--- config.mk ---
export PLATFORM = sky130hd
export DESIGN_NAME = nand_rdy_waiter
export DESIGN_NICKNAME = d
export VERILOG_FILES = /design/src/rtl/nrw_pkg.sv /design/src/rtl/nrw_tick_gen.sv /design/src/rtl/nrw_us_timer.sv /design/src/rtl/nrw_guard_cnt.sv /design/src/rtl/nrw_fsm.sv /design/src/rtl/nand_rdy_waiter.sv
export SDC_FILE = /design/constraint.sdc
export NUM_CORES = 1
export LEC_CHECK = 0
export ABC_AREA = 1
export BUFFER_PORTS_ARGS = -buffer_cell sky130_fd_sc_hd__buf_2
export CORE_UTILIZATION = 58
export CTS_CLUSTER_SIZE = 12
export DETAILED_ROUTE_END_ITERATION = 6
export GPL_TIMING_DRIVEN = 0
export PLACE_DENSITY_LB_ADDON = 0.1
export SETUP_SLACK_MARGIN = 0.1
export SYNTH_ARGS = -nofsm -noshare
export SYNTH_HDL_FRONTEND = slang
export SYNTH_HIERARCHICAL = 1
export SYNTH_SLANG_ARGS = --single-unit
--- constraint.sdc ---
create_clock -name clk -period 4.55 [get_ports clk]
set_clock_uncertainty 0.05 [all_clocks]
set_input_delay 0.6825 -clock clk [delete_from_list [all_inputs] [get_ports clk]]
set_output_delay 0.6825 -clock clk [all_outputs]
set_load 0.01 [all_outputs]
--- src/rtl/nrw_pkg.sv ---
package nrw_pkg;
  typedef enum logic [2:0] {
    W_IDLE, W_GUARD, W_CHIPDLY, W_CMD, W_PINPOLL, W_STPOLL, W_FINAL, W_DONE
  } wait_st_e;
endpackage

--- src/rtl/nrw_tick_gen.sv ---
// Microsecond tick prescaler, restarted by clr_i.
module nrw_tick_gen #(
  parameter int CYC_PER_US = 250
) (
  input  logic clk,
  input  logic rst_n,
  input  logic clr_i,
  output logic tick_o
);
  localparam int PW = (CYC_PER_US > 1) ? $clog2(CYC_PER_US) : 1;
  localparam logic [PW-1:0] LAST = PW'(CYC_PER_US - 1);

  logic [PW-1:0] pre_q, pre_d;

  always_comb begin
    if (clr_i)            pre_d = '0;
    else if (pre_q == LAST) pre_d = '0;
    else                  pre_d = pre_q + PW'(1);
  end

  always_ff @(posedge clk or negedge rst_n) begin
    if (!rst_n) pre_q <= '0;
    else        pre_q <= pre_d;
  end

  assign tick_o = !clr_i && (pre_q == LAST);
endmodule

--- src/rtl/nrw_us_timer.sv ---
// Microsecond counter with a limit captured at load; sticky expiry.
module nrw_us_timer #(
  parameter int TW = 19
) (
  input  logic          clk,
  input  logic          rst_n,
  input  logic          load_i,
  input  logic [TW-1:0] limit_i,
  input  logic          tick_i,
  output logic          exp_o
);
  logic [TW-1:0] cnt_q, cnt_d, lim_q, lim_d;
  logic          exp_q, exp_d;

  always_comb begin
    cnt_d = cnt_q;
    lim_d = lim_q;
    exp_d = exp_q;
    if (load_i) begin
      cnt_d = '0;
      lim_d = limit_i;
      exp_d = (limit_i == '0);
    end else if (tick_i && !exp_q) begin
      cnt_d = cnt_q + TW'(1);
      if (cnt_q + TW'(1) >= lim_q) exp_d = 1'b1;
    end
  end

  always_ff @(posedge clk or negedge rst_n) begin
    if (!rst_n) begin
      cnt_q <= '0;
      lim_q <= '0;
      exp_q <= 1'b0;
    end else begin
      cnt_q <= cnt_d;
      lim_q <= lim_d;
      exp_q <= exp_d;
    end
  end

  assign exp_o = exp_q;
endmodule

--- src/rtl/nrw_guard_cnt.sv ---
// Post-command guard interval in clock cycles.
module nrw_guard_cnt #(
  parameter int GUARD_CYC = 25
) (
  input  logic clk,
  input  logic rst_n,
  input  logic load_i,
  output logic done_o
);
  localparam int GW = $clog2(GUARD_CYC + 1);

  logic [GW-1:0] cnt_q, cnt_d;
  logic          cnt_en;

  assign cnt_en = load_i || (cnt_q != '0);

  always_comb begin
    if (load_i) cnt_d = GW'(GUARD_CYC);
    else        cnt_d = cnt_q - GW'(1);
  end

  always_ff @(posedge clk or negedge rst_n) begin
    if (!rst_n)      cnt_q <= '0;
    else if (cnt_en) cnt_q <= cnt_d;
  end

  assign done_o = (cnt_q == '0);
endmodule

--- src/rtl/nrw_fsm.sv ---
// Sequencer: guard or chip delay, STATUS command, poll, final read.
module nrw_fsm
  import nrw_pkg::*;
#(
  parameter int TW          = 19,
  parameter int RDY_BIT     = 6,
  parameter int NORM_TMO_US = 400000,
  parameter int RST_TMO_US  = 250000,
  parameter int CHIP_DLY_US = 20
) (
  input  logic          clk,
  input  logic          rst_n,
  input  logic          start_i,
  input  logic          reset_op_i,
  input  logic          rb_present_i,
  input  logic          rb_ready_i,
  input  logic          cmd_ack_i,
  input  logic          st_ack_i,
  input  logic          st_err_i,
  input  logic [7:0]    st_byte_i,
  input  logic          guard_done_i,
  input  logic          tmr_exp_i,
  output logic          guard_load_o,
  output logic          tmr_load_o,
  output logic [TW-1:0] tmr_limit_o,
  output logic          cmd_req_o,
  output logic          st_req_o,
  output logic          done_o,
  output logic [7:0]    status_o,
  output logic          timeout_o,
  output logic          error_o
);
  wait_st_e   st_q, st_d;
  logic       pin_q, pin_d;
  logic       mode_en;
  logic       res_en;
  logic [7:0] res_st_d, res_st_q;
  logic       res_tmo_d, res_tmo_q;
  logic       res_err_d, res_err_q;

  always_comb begin
    st_d         = st_q;
    pin_d        = pin_q;
    mode_en      = 1'b0;
    guard_load_o = 1'b0;
    tmr_load_o   = 1'b0;
    tmr_limit_o  = '0;
    res_en       = 1'b0;
    res_st_d     = st_byte_i;
    res_tmo_d    = !st_byte_i[RDY_BIT];
    res_err_d    = 1'b0;
    unique case (st_q)
      W_IDLE: begin
        if (start_i) begin
          mode_en = 1'b1;
          pin_d   = rb_present_i;
          if (reset_op_i && !rb_present_i) begin
            st_d        = W_CHIPDLY;
            tmr_load_o  = 1'b1;
            tmr_limit_o = TW'(CHIP_DLY_US);
          end else begin
            st_d         = W_GUARD;
            guard_load_o = 1'b1;
          end
        end
      end
      W_GUARD: begin
        if (guard_done_i) begin
          st_d        = W_CMD;
          tmr_load_o  = 1'b1;
          tmr_limit_o = TW'(NORM_TMO_US);
        end
      end
      W_CHIPDLY: begin
        if (tmr_exp_i) begin
          st_d        = W_CMD;
          tmr_load_o  = 1'b1;
          tmr_limit_o = TW'(RST_TMO_US);
        end
      end
      W_CMD: begin
        if (cmd_ack_i) st_d = pin_q ? W_PINPOLL : W_STPOLL;
      end
      W_PINPOLL: begin
        if (rb_ready_i || tmr_exp_i) st_d = W_FINAL;
      end
      W_STPOLL: begin
        if (st_ack_i) begin
          if (st_err_i) begin
            st_d      = W_DONE;
            res_en    = 1'b1;
            res_st_d  = '0;
            res_tmo_d = 1'b0;
            res_err_d = 1'b1;
          end else if (st_byte_i[RDY_BIT] || tmr_exp_i) begin
            st_d = W_FINAL;
          end
        end
      end
      W_FINAL: begin
        if (st_ack_i) begin
          st_d   = W_DONE;
          res_en = 1'b1;
          if (st_err_i) begin
            res_st_d  = '0;
            res_tmo_d = 1'b0;
            res_err_d = 1'b1;
          end
        end
      end
      W_DONE:  st_d = W_IDLE;
      default: st_d = W_IDLE;
    endcase
  end

  always_ff @(posedge clk or negedge rst_n) begin
    if (!rst_n) st_q <= W_IDLE;
    else        st_q <= st_d;
  end

  always_ff @(posedge clk or negedge rst_n) begin
    if (!rst_n)       pin_q <= 1'b0;
    else if (mode_en) pin_q <= pin_d;
  end

  always_ff @(posedge clk or negedge rst_n) begin
    if (!rst_n) begin
      res_st_q  <= '0;
      res_tmo_q <= 1'b0;
      res_err_q <= 1'b0;
    end else if (res_en) begin
      res_st_q  <= res_st_d;
      res_tmo_q <= res_tmo_d;
      res_err_q <= res_err_d;
    end
  end

  assign cmd_req_o = (st_q == W_CMD);
  assign st_req_o  = (st_q == W_STPOLL) || (st_q == W_FINAL);
  assign done_o    = (st_q == W_DONE);
  assign status_o  = res_st_q;
  assign timeout_o = res_tmo_q;
  assign error_o   = res_err_q;
endmodule

--- src/rtl/nand_rdy_waiter.sv ---
module nand_rdy_waiter #(
  parameter int          CYC_PER_US  = 250,
  parameter int          GUARD_NS    = 100,
  parameter int          NORM_TMO_US = 400000,
  parameter int          RST_TMO_US  = 250000,
  parameter int          CHIP_DLY_US = 20,
  parameter int          RDY_BIT     = 6,
  parameter logic [7:0]  STATUS_OP   = 8'h70
) (
  input  logic       clk,
  input  logic       rst_n,
  input  logic       start_i,
  input  logic       reset_op_i,
  input  logic       rb_present_i,
  input  logic       rb_i,
  output logic       cmd_req_o,
  output logic [7:0] cmd_code_o,
  input  logic       cmd_ack_i,
  output logic       st_req_o,
  input  logic       st_ack_i,
  input  logic       st_err_i,
  input  logic [7:0] st_byte_i,
  output logic       done_o,
  output logic [7:0] status_o,
  output logic       timeout_o,
  output logic       error_o
);
  localparam int GUARD_RAW = (CYC_PER_US * GUARD_NS + 999) / 1000;
  localparam int GUARD_CYC = (GUARD_RAW < 1) ? 1 : GUARD_RAW;
  localparam int MAX_A     = (NORM_TMO_US > RST_TMO_US) ? NORM_TMO_US : RST_TMO_US;
  localparam int MAX_US    = (MAX_A > CHIP_DLY_US) ? MAX_A : CHIP_DLY_US;
  localparam int TW        = $clog2(MAX_US + 1);

  logic [1:0]    rst_sync_q;
  logic          rst_int_n;
  logic [1:0]    rb_sync_q;
  logic          tick;
  logic          tmr_load;
  logic [TW-1:0] tmr_limit;
  logic          tmr_exp;
  logic          guard_load;
  logic          guard_done;

  // reset: asserted asynchronously, released after two clock edges
  always_ff @(posedge clk or negedge rst_n) begin
    if (!rst_n) rst_sync_q <= 2'b00;
    else        rst_sync_q <= {rst_sync_q[0], 1'b1};
  end
  assign rst_int_n = rst_sync_q[1];

  // ready/busy line crosses in from the pad
  always_ff @(posedge clk or negedge rst_int_n) begin
    if (!rst_int_n) rb_sync_q <= 2'b00;
    else            rb_sync_q <= {rb_sync_q[0], rb_i};
  end

  nrw_tick_gen #(.CYC_PER_US(CYC_PER_US)) u_tick (
    .clk    (clk),
    .rst_n  (rst_int_n),
    .clr_i  (tmr_load),
    .tick_o (tick)
  );

  nrw_us_timer #(.TW(TW)) u_timer (
    .clk     (clk),
    .rst_n   (rst_int_n),
    .load_i  (tmr_load),
    .limit_i (tmr_limit),
    .tick_i  (tick),
    .exp_o   (tmr_exp)
  );

  nrw_guard_cnt #(.GUARD_CYC(GUARD_CYC)) u_guard (
    .clk    (clk),
    .rst_n  (rst_int_n),
    .load_i (guard_load),
    .done_o (guard_done)
  );

  nrw_fsm #(
    .TW          (TW),
    .RDY_BIT     (RDY_BIT),
    .NORM_TMO_US (NORM_TMO_US),
    .RST_TMO_US  (RST_TMO_US),
    .CHIP_DLY_US (CHIP_DLY_US)
  ) u_fsm (
    .clk          (clk),
    .rst_n        (rst_int_n),
    .start_i      (start_i),
    .reset_op_i   (reset_op_i),
    .rb_present_i (rb_present_i),
    .rb_ready_i   (rb_sync_q[1]),
    .cmd_ack_i    (cmd_ack_i),
    .st_ack_i     (st_ack_i),
    .st_err_i     (st_err_i),
    .st_byte_i    (st_byte_i),
    .guard_done_i (guard_done),
    .tmr_exp_i    (tmr_exp),
    .guard_load_o (guard_load),
    .tmr_load_o   (tmr_load),
    .tmr_limit_o  (tmr_limit),
    .cmd_req_o    (cmd_req_o),
    .st_req_o     (st_req_o),
    .done_o       (done_o),
    .status_o     (status_o),
    .timeout_o    (timeout_o),
    .error_o      (error_o)
  );

  assign cmd_code_o = STATUS_OP;
endmodule

==> results.cfg <==
[setup_path]
crit_arrival_ps = 3130
cp_max_fo = 7
crit_type = register to register
cp_data_required_time_ps = 4730
critPathCaptureType = register
cp-start-kind = register

[clocking]
cts_buffers = 9
root_buffer = clkbuf_8
cts_setup_buffers = 0
clock_sinks = 70
cts_resized = 0
cts_buffer_depth = 2
cts_tree = done
cts_hold_buf = 0
path_clk_slew_ps = 80
insertion_delay_ps = 350
ctsHtreeMaxLevel = 3

[route]
avgViaCountPerCell = 4.891
drc = 0
drt-pass1-iter-count = 4
drt-initial-drc-count = 140
ant_nets = 0
drt-total-wl_mm = 8.618
num_vias = 3668
routedWlPerCell_um = 11.49

[global_route]
grt-ovfl-total = 0
grt_pass1_vias = 3298
antenna_found_initial = 0
grt_start_max_net_pins = 69
grt.total_usage = 0.2406
grt_pass1_wl_mm = 14.53

[timing]
finalHoldViolations = 0
setup_viol = 0
fin_crit_sh = 0.6483
rsz0062_at_grt = no
tightest_slew_ps = 853.8
slew_viol_final = 0
fin_ws_ps = 1600
fmax_mhz = 339.0
slew_headroom = 0.4308
tns_ps = 0
fin_crit_ps = 2950

[finish]
num-fill-cells = 607
regArea_um2 = 1755
mostFrequentLayoutCell = nand2_1
syn_to_final_growth_pct = 12.52
antenna_cells = 0
layout-drive-gt1-share = 0.1797
final_cell_mix = 166 x nand2_1, 87 x inv_1, 69 x dfrtp_1
nNetsFinal = 686
multi_input_area_um2 = 2155

[yosys]
netlist_instances = 592
ys.warnings.count = 6
netlist_area_um2 = 4425
synth_cell_type_count = 38
syn_avg_cell_area_um2 = 7.475
ys_seq_area_frac = 0.3958
ys_ff_latch = 70

[place]
pre_cts_ws_ps = 1646
dp.final_hpwl_mm = 6.608
numPortBuffers = 29
place_congestion = 0.8288

[run]
max_cap_violations = 0

[die]
die_h_um = 89.35
die_w_um = 89.35
initial_core_util = 0.6037
num_io_pins = 38
die_area_um2 = 7983
core_area_um2 = 7331
num_rows = 31

[status]
outcome = complete, no violations

[hold_path]
min-delay-path-class = input pin to asynchronous set/reset pin

[power_and_ir_drop]
p_leak_nw = 2.737
vdd_drop_max_mv = 0.2888
cellPowerDensity_nw_per_um2 = 467.6
power_mw = 2.329
[state kept, by name (all words and copies together), names as in the netlist]
signal           cells
u_fsm/error_o        1
u_tick/pre_q         8
u_fsm/status_o       8
u_fsm/pin_q          1
rst_sync_q           2
u_fsm/st_q           3
u_timer/exp_o        1
u_guard/cnt_q        5
rb_sync_q            2
u_timer/lim_q       19
u_timer/cnt_q       19
u_fsm/timeout_o      1
[critical path, cell delays in order (launching register included)]
cell,delay [ps]
dfrtp_1,520
ha_1,310
nand2_2,80
inv_2,60
nand3_2,120
nor2_4,190
nand2_2,90
nor2_4,100
nand2_1,70
and2_1,160
ha_1,290
nand2_1,130
inv_1,60
nand2_1,70
nand2_1,70
nand2_1,60
nand2_1,50
nor2_1,90
nand3_1,120
nand3_1,90
nand2_1,70
[per-stage QoR]
step / instances / hold WS [ps] / instance area, um^2 / util
5_1_grt: 750 / 23.58 / 4980 / 0.6793
2_1_floorplan: 606 / 281.2 / 4478 / -
6_report: 750 / 48.70 / 4980 / 0.6793
3_5_place_dp: 734 / 286.5 / 4751 / 0.6481
4_1_cts: 750 / 29.80 / 4980 / 0.6793
3_3_place_gp: 734 / 283.3 / 4747 / 0.6476
[worst paths after layout]
path                                   from       endpoint  slack (ps)  depth (start not counted)
min in group clk               rb_sync_q[0]   rb_sync_q[1]         300                          0
min                                   rst_n  rst_sync_q[1]          50                          1
min reg2reg                    rb_sync_q[0]   rb_sync_q[1]         300                          0
max in group asynchronous     rst_sync_q[1]  u_fsm/st_q[2]        3490                          0
max                        u_timer/cnt_q[0]  u_timer/exp_o        1600                         20
max reg2reg                u_timer/cnt_q[0]  u_timer/exp_o        1600                         20
[power by group]
group,switching [mW],internal (mW),leakage (nW)
registers,0.121,0.792,0.909
clock network,0.257,0.317,0.112
logic,0.523,0.319,1.72
total,0.901,1.43,2.74
[logic make-up after synthesis]
group	count (synthesis)	share of synthesized area
buffers and inverters	126	0.1292
AO/OA/AOI/OAI	57	0.07097
adder cells (fa/ha/maj)	23	0.06503
XOR/XNOR	7	0.01385
other	3	0.002544
AND/OR/NAND/NOR	306	0.3226
flip-flops	70	0.3958
[synthesized netlist by cell type, drive strengths merged]
master / instances / area, um^2
a21o: 1 / 7.510
a21oi: 9 / 45.04
a31oi: 1 / 6.260
and2: 5 / 31.28
buf: 24 / 187.7
clkbuf: 5 / 18.77
clkinv: 1 / 5.000
conb: 3 / 11.26
dfrtp: 70 / 1752
ha: 23 / 287.8
inv: 96 / 360.3
nand2: 178 / 708.2
nand3: 44 / 247.7
nand3b: 5 / 37.54
nand4: 5 / 31.28
nor2: 55 / 269.0
nor3: 9 / 71.32
nor4: 3 / 18.77
o21a: 1 / 7.510
o21ai: 35 / 182.7
o21bai: 1 / 7.510
o22ai: 8 / 50.05
o31ai: 1 / 7.510
or2: 2 / 12.51
xnor2: 1 / 8.760
xor2: 6 / 52.55
[routing by layer]
| layer | vias to the layer above | GRT usage | routed length, um |
|---|---|---|---|
| li1 | 1921 | - | - |
| met5 | - | 0 | 0 |
| met4 | 0 | 0.09524 | 143 |
| met3 | 15 | 0.03970 | 288 |
| met2 | 72 | 0.4060 | 4098 |
| met1 | 1660 | 0.3097 | 4088 |
[layout make-up]
cell class	count	area share
multi-input cells	410	0.4327
flip-flops and latches	70	0.3525
inverters	97	0.07337
plain buffers	29	0.04146
repair buffers	29	0.02915
clock buffers	9	0.02487
well taps	99	0.02487
clock inverters	7	0.02111
Power figures use the tool's default switching activity.
